**config.mk**
```make
export PLATFORM = sky130hd
export DESIGN_NAME = alarm_agg
export DESIGN_NICKNAME = d
export VERILOG_FILES = /design/src/rtl/alarm_agg.sv
export SDC_FILE = /design/constraint.sdc
export NUM_CORES = 1
export LEC_CHECK = 0
export BUFFER_PORTS_ARGS = -buffer_cell sky130_fd_sc_hd__buf_2
export CORE_UTILIZATION = 50
export DETAILED_ROUTE_END_ITERATION = 7
export PLACE_DENSITY = 0.84
export SYNTH_ARGS = -nofsm -noshare
export SYNTH_HDL_FRONTEND = slang
export SYNTH_SLANG_ARGS = --single-unit
```
**constraint.sdc**
```tcl
create_clock -name clk -period 2.1 [get_ports clk]
set_input_delay 0.42 -clock clk [delete_from_list [all_inputs] [get_ports clk]]
set_output_delay 0.42 -clock clk [all_outputs]
set_load 0.05 [all_outputs]
```
**src/rtl/alarm_agg.sv**
```systemverilog
module alarm_agg #(
  parameter int          DEB_N    = 16,
  parameter logic [9:0]  DEF_MASK = 10'h3FF
) (
  input  logic       clk,
  input  logic       rst_n,
  input  logic       ssa_any,
  input  logic       ssb_any,
  input  logic       saa_any,
  input  logic       sab_any,
  input  logic       chg_off,
  input  logic       dsg_off,
  input  logic       shut_low,
  input  logic       init_done,
  input  logic       chg_det,
  input  logic       cfg_exit,
  input  logic       wr_en,
  input  logic [1:0] addr,
  input  logic [9:0] wr_data,
  output logic [9:0] rd_data,
  output logic       alert_n
);
  localparam int CW = $clog2(DEB_N + 1);
  localparam logic [CW-1:0] CLAST = CW'(DEB_N - 1);

  logic [9:0]    status, mask, raw, set_v, clr_v;
  logic          por_flag, deb, prev, tog;
  logic [CW-1:0] cnt;

  assign raw   = {por_flag, chg_det, init_done, shut_low, dsg_off, chg_off,
                  sab_any, saa_any, ssb_any, ssa_any};
  assign tog   = deb ^ prev;
  assign set_v = {raw[9] & mask[9], mask[8] & tog, raw[7:0] & mask[7:0]};
  assign clr_v = (wr_en && addr == 2'd1) ? wr_data : '0;

  always_ff @(posedge clk or negedge rst_n) begin
    if (!rst_n) begin
      status   <= '0;
      mask     <= DEF_MASK;
      por_flag <= 1'b1;
      deb      <= 1'b0;
      prev     <= 1'b0;
      cnt      <= '0;
    end else begin
      status <= (status & ~clr_v) | set_v;
      if (wr_en && addr == 2'd2) mask <= wr_data;
      if (cfg_exit) por_flag <= 1'b0;
      if (mask[8] && tog) prev <= deb;
      if (chg_det == deb) cnt <= '0;
      else if (cnt == CLAST) begin
        deb <= chg_det;
        cnt <= '0;
      end else cnt <= cnt + 1'b1;
    end
  end

  always_comb begin
    case (addr)
      2'd0:    rd_data = raw;
      2'd1:    rd_data = status;
      2'd2:    rd_data = mask;
      default: rd_data = '0;
    endcase
  end

  assign alert_n = ~|status;

  for (genvar k = 0; k < 10; k++) begin : g_chk
    if (k != 8) begin : g_lvl

      level_latch_chk: assert property (@(posedge clk) disable iff (!rst_n)
        $past(rst_n) && $past(raw[k] && mask[k]) |-> status[k]);

      rise_cause_chk: assert property (@(posedge clk) disable iff (!rst_n)
        $past(rst_n) && $rose(status[k]) |-> $past(raw[k] && mask[k]));
    end
  end


  toggle_cause_chk: assert property (@(posedge clk) disable iff (!rst_n)
    $past(rst_n) && $rose(status[8]) |-> $past(mask[8] && (deb != prev)));


  prev_hold_chk: assert property (@(posedge clk) disable iff (!rst_n)
    $past(rst_n) && !$past(mask[8]) |-> $stable(prev));


  deb_follow_chk: assert property (@(posedge clk) disable iff (!rst_n)
    $past(rst_n) && (deb != $past(deb)) |-> $past(chg_det) == deb);


  mask_hold_chk: assert property (@(posedge clk) disable iff (!rst_n)
    $past(rst_n) && !$past(wr_en && addr == 2'd2) |-> $stable(mask));


  por_drop_chk: assert property (@(posedge clk) disable iff (!rst_n)
    $past(rst_n) && $fell(por_flag) |-> $past(cfg_exit));
endmodule

```
## Yosys cells after proc, flatten, opt, wreduce, memory -nomap -nowiden

Index checks and enable logic that the tools add are counted.

- Equal/unequal tests: 4
- Reduce and logical (&&, ||, !) cells: 7
- Muxes and demuxes: 4
- Add/subtract/negate cells: 1
- Bitwise gates (word level): 8

Operators with widths:

| kind | count |
|---|---|
| 10-bit one-hot mux with 3 select lines | 1 |
| 10-bit AND | 1 |
| 10-bit 2-to-1 mux | 1 |
| 5-bit 2-to-1 mux | 2 |
| 10-bit NOT | 1 |
| 10-bit bitwise OR | 1 |
| 10-bit OR reduction | 1 |
| 8-bit AND | 1 |
| 5-bit by 1-bit adder with 5-bit output (second input constant) | 1 |
| 5-bit by 4-bit == test with 1-bit output (second input constant) | 1 |
| 1-bit logical AND | 3 |
| 1-bit AND | 2 |
| 2-bit by 1-bit == test with 1-bit output (second input constant) | 1 |
| 2-bit == test (second input constant) | 1 |
| 2-bit zero test | 1 |
| 2-bit AND reduction | 1 |
| 1-bit == test | 1 |
| 1-bit zero test | 1 |
| 1-bit NOT | 1 |
| 1-bit XOR | 1 |

- Register bits: 28
- Word-level logic and storage cells: 30

## Logic depth before layout (Yosys ltp)

- Depth after elaboration: 6
- Mapped depth: 4
- Gate-level depth less buffers: 4

## Worst setup path before layout

Ideal clock, no wire load.

- Kind: input-to-output
- From: input addr[0]
- To: output rd_data[0]
- Arrival: 1,853 ps
- Stages: 3
- Slack: -173 ps
- Buffers on the path: 1
- Path through: buf_2 mux2i_1 o21ai_0

- Longest elaborated chain between the ends: 2
- Elaborated cells on any way between the ends: 4

Ends and longest elaborated chain:

| element | line | RTL |
|---|---|---|
| from (decl) | 18 | `input logic [1:0] addr,` |
| 2-bit == test (tied with other cells) | 58 | `case (addr)` |
| 10-bit one-hot mux with 3 select lines * | 58 |  |
| to (decl) | 20 | `output logic [9:0] rd_data,` |

Every way passes the cells marked *; elsewhere a longest branch is shown, timed or not.

## Worst setup path after layout

- From: register status[4]
- To: output alert_n

- Longest elaborated chain between the ends: 2

Ends and longest elaborated chain:

| element | line | RTL |
|---|---|---|
| from (decl) | 26 | `logic [9:0] status, mask, raw, set_v, clr_v;` |
| from (signal assigned) | 45 | `status <= (status & ~clr_v) \| set_v;` |
| 10-bit OR reduction | 66 | `assign alert_n = ~\|status;` |
| 1-bit zero test | 66 |  |
| to (decl) | 21 | `output logic alert_n` |

Every way passes these cells.

==> impl_metrics.json <==
{
  "place_area_sq_um": 1560,
  "finalHoldViolCount": 0,
  "nFillCells": 225,
  "clockRootBuffer": "clkbuf_4",
  "area_growth_pct": 21.4,
  "core_sq_um": 2500,
  "synth-seq-cells": 28,
  "violations": "setup timing",
  "hold_class": "in -> async",
  "rsz0062_at_grt": "true",
  "ir_drop_uv": 526,
  "initial_utilization_pct": 53.3,
  "drv_cap": 0,
  "overflow": 0,
  "cpPeakStageDelay_ns": 0.55,
  "dp.cells": 179,
  "pin_count": 36,
  "multi_input_comb_area_sq_um": 613,
  "slew_violations": 0,
  "ctsHoldBuffers": 0,
  "grt_pass1_vias": 967,
  "insertion_delay_ns": 0.33,
  "io_buffers": 35,
  "worst_slack_ns": -0.0594,
  "dp_hpwl_um": 2110,
  "grt_antenna_before_repair": 0,
  "fp.dieH_um": 53.6,
  "num_rows": 18,
  "seq_area_sq_um": 714,
  "syn_nets": 141,
  "drt_iter0_markers": 9,
  "die_area_sq_um": 2880,
  "critPathArrivalTime_ns": 1.74,
  "final.setup.tns_ns": -0.0594,
  "report.final.setup_viol": 1,
  "die-width_um": 53.6,
  "instances_no_fill": 186,
  "fin_nets": 183,
  "critPathTopFamily": "simple AND/OR/NAND/NOR gates",
  "crit_slowest_cell": "or4_4",
  "via_per_inst": 5.54,
  "crit_chain": "or4_4 -> nor4_4 -> buf_6",
  "powerDensity_nw_per_um2": 753,
  "htree_levels": 1,
  "grt_max_degree": 29,
  "endpoint_kind": "output port",
  "vias": 1031,
  "cts.sinks": 28,
  "r2r_slack_ns": 0.85,
  "first_pass_iters": 4,
  "stdcell_area_sq_um": 1620,
  "yosys_warnings": 0,
  "mappedNetlistArea_sq_um": 1330,
  "diodes": 0,
  "cts_tree": "done",
  "min_period_over_period_pct": 103,
  "seq_area_frac_synth_pct": 53.6,
  "gp_congestion": 0.781,
  "fin_util_pct": 64.7,
  "cts_buffer_depth": 2,
  "cts_inserted_buffers": 3,
  "power_leakage_nw": 0.794,
  "yosysUniqueCellTypes": 22,
  "outcome": "complete, but fails checks",
  "grt_use_total_pct": 22.4,
  "layout_common_cells": "34 x buf_2, 20 x nand2_1, 17 x dfrtp_1, 12 x mux2_2, 11 x dfstp_2",
  "wl_per_cell_um": 15.5,
  "start_kind": "flop",
  "finClkSkew_ns": 0.00515,
  "wl_um": 2890,
  "synthCells": 115,
  "max_freq_ghz": 0.463,
  "layout_commonest_cell": "buf_2",
  "fin_crit_ns": 2.16,
  "grt_pass1_wl_um": 4370,
  "cp_num_buf_inv": 1,
  "cp.required_ns": 1.68,
  "synth_top_cell_area_share_pct": 31.9,
  "drtAntennaViolNets": 0,
  "yosys-top-cells-area": "dfrtp_1 32%, dfstp_2 22%, mux2_2 10%, mux2i_1 7.5%, a22o_1 5.9%",
  "yosys.area.top_type": "dfrtp_1",
  "synth_area_per_cell_sq_um": 11.6,
  "clk_pin_slew_worst_paths_ns": 0.14,
  "fin_hold_ws_ns": 0.0668,
  "path_class": "reg -> out",
  "drive_gt1_share_pct": 46.2,
  "slew_headroom_pct": 60.3,
  "worst_slew_pin_slew_ns": 0.595,
  "path_max_fanout": 3,
  "drc": 0
}
## cell usage after synthesis
library cell,instances
nand2_1,20
dfrtp_1,17
mux2_2,12
dfstp_2,11
o21ai_0,11
mux2i_1,10
a22o_1,9
xor2_1,4
nor2_1,3
and2_1,2
buf_2,2
clkbuf_1,2
nand3_1,2
nor2b_1,2
a22o_2,1
and3_1,1
and3b_1,1
ha_1,1
nand2_2,1
nor4_2,1
or4_1,1
or4_4,1
## metrics by stage
step	setup WS, ns	total power, mW
after floorplan	0.156	0.888
after global placement	0.270	0.976
after detailed placement	0.210	0.991
after CTS	-0.0545	1.23
after global routing	-0.113	1.27
final	-0.0594	1.22
## power breakdown
group,internal (mW),switching [mW],total [mW]
registers,0.633,0.0574,0.690
clock network,0.0746,0.152,0.227
logic,0.121,0.181,0.302
## repair_timing
item | 4_1_cts | 5_1_grt
gates resized for setup | 3 | 0
endpoints found under the setup margin | 1 | 1
setup buffers | 3 | 0
pin swaps | 2 | 2
## metal layers
metal  vias to the layer above  GRT usage [%]  part of all wire, %
met5                         -              0                    0
met4                         0           11.8                  1.9
met3                         5           3.11                  3.1
met2                        24           39.0                   50
met1                       511           26.7                   45
li1                        491              -                    -
## state kept, by name, indices dropped and copies added (netlist names)
signal and cells:
prev 1, mask 10, status 10, cnt 5, por_flag 1, deb 1
## logic make-up (layout without fill, tap and decap cells)
family                     count (synthesis)  count (layout)  share of synthesized area (%)
muxes                                     22              22                           17.7
AOI/OAI and AO/OA                         21              21                           10.8
adders and majority gates                  1               1                          0.939
and+or+nand+nor                           35              35                           13.1
buffers and inverters                      4              45                           1.31
DFF                                       28              28                           53.6
xor gates and xnor gates                   4               4                           2.63
## worst paths after layout
check,from,cells after the start,to
min in group clk,cfg_exit,2,por_flag
hold / removal,rst_n,1,status[7]
setup / recovery,status[4],3,alert_n
setup reg to reg,cnt[0],4,deb
max in group asynchronous,rst_n,1,status[1]
hold reg to reg,cnt[0],1,cnt[0]
## worst register-to-register path: stages, from the launching register on
cell and delay, ns:
dfrtp_1 0.40, ha_1 0.19, nand3_1 0.12, nor2_1 0.12
mux2_2 0.34
## cell type report
class                      instances  share of cell area (%)
tap                               30                    2.32
timing repair buffer              41                    14.0
clock buffer                       4                    1.62
sequential                        28                    44.2
multi-input combinational         83                    37.9
Note: power is estimated with default switching activity, not from simulation.
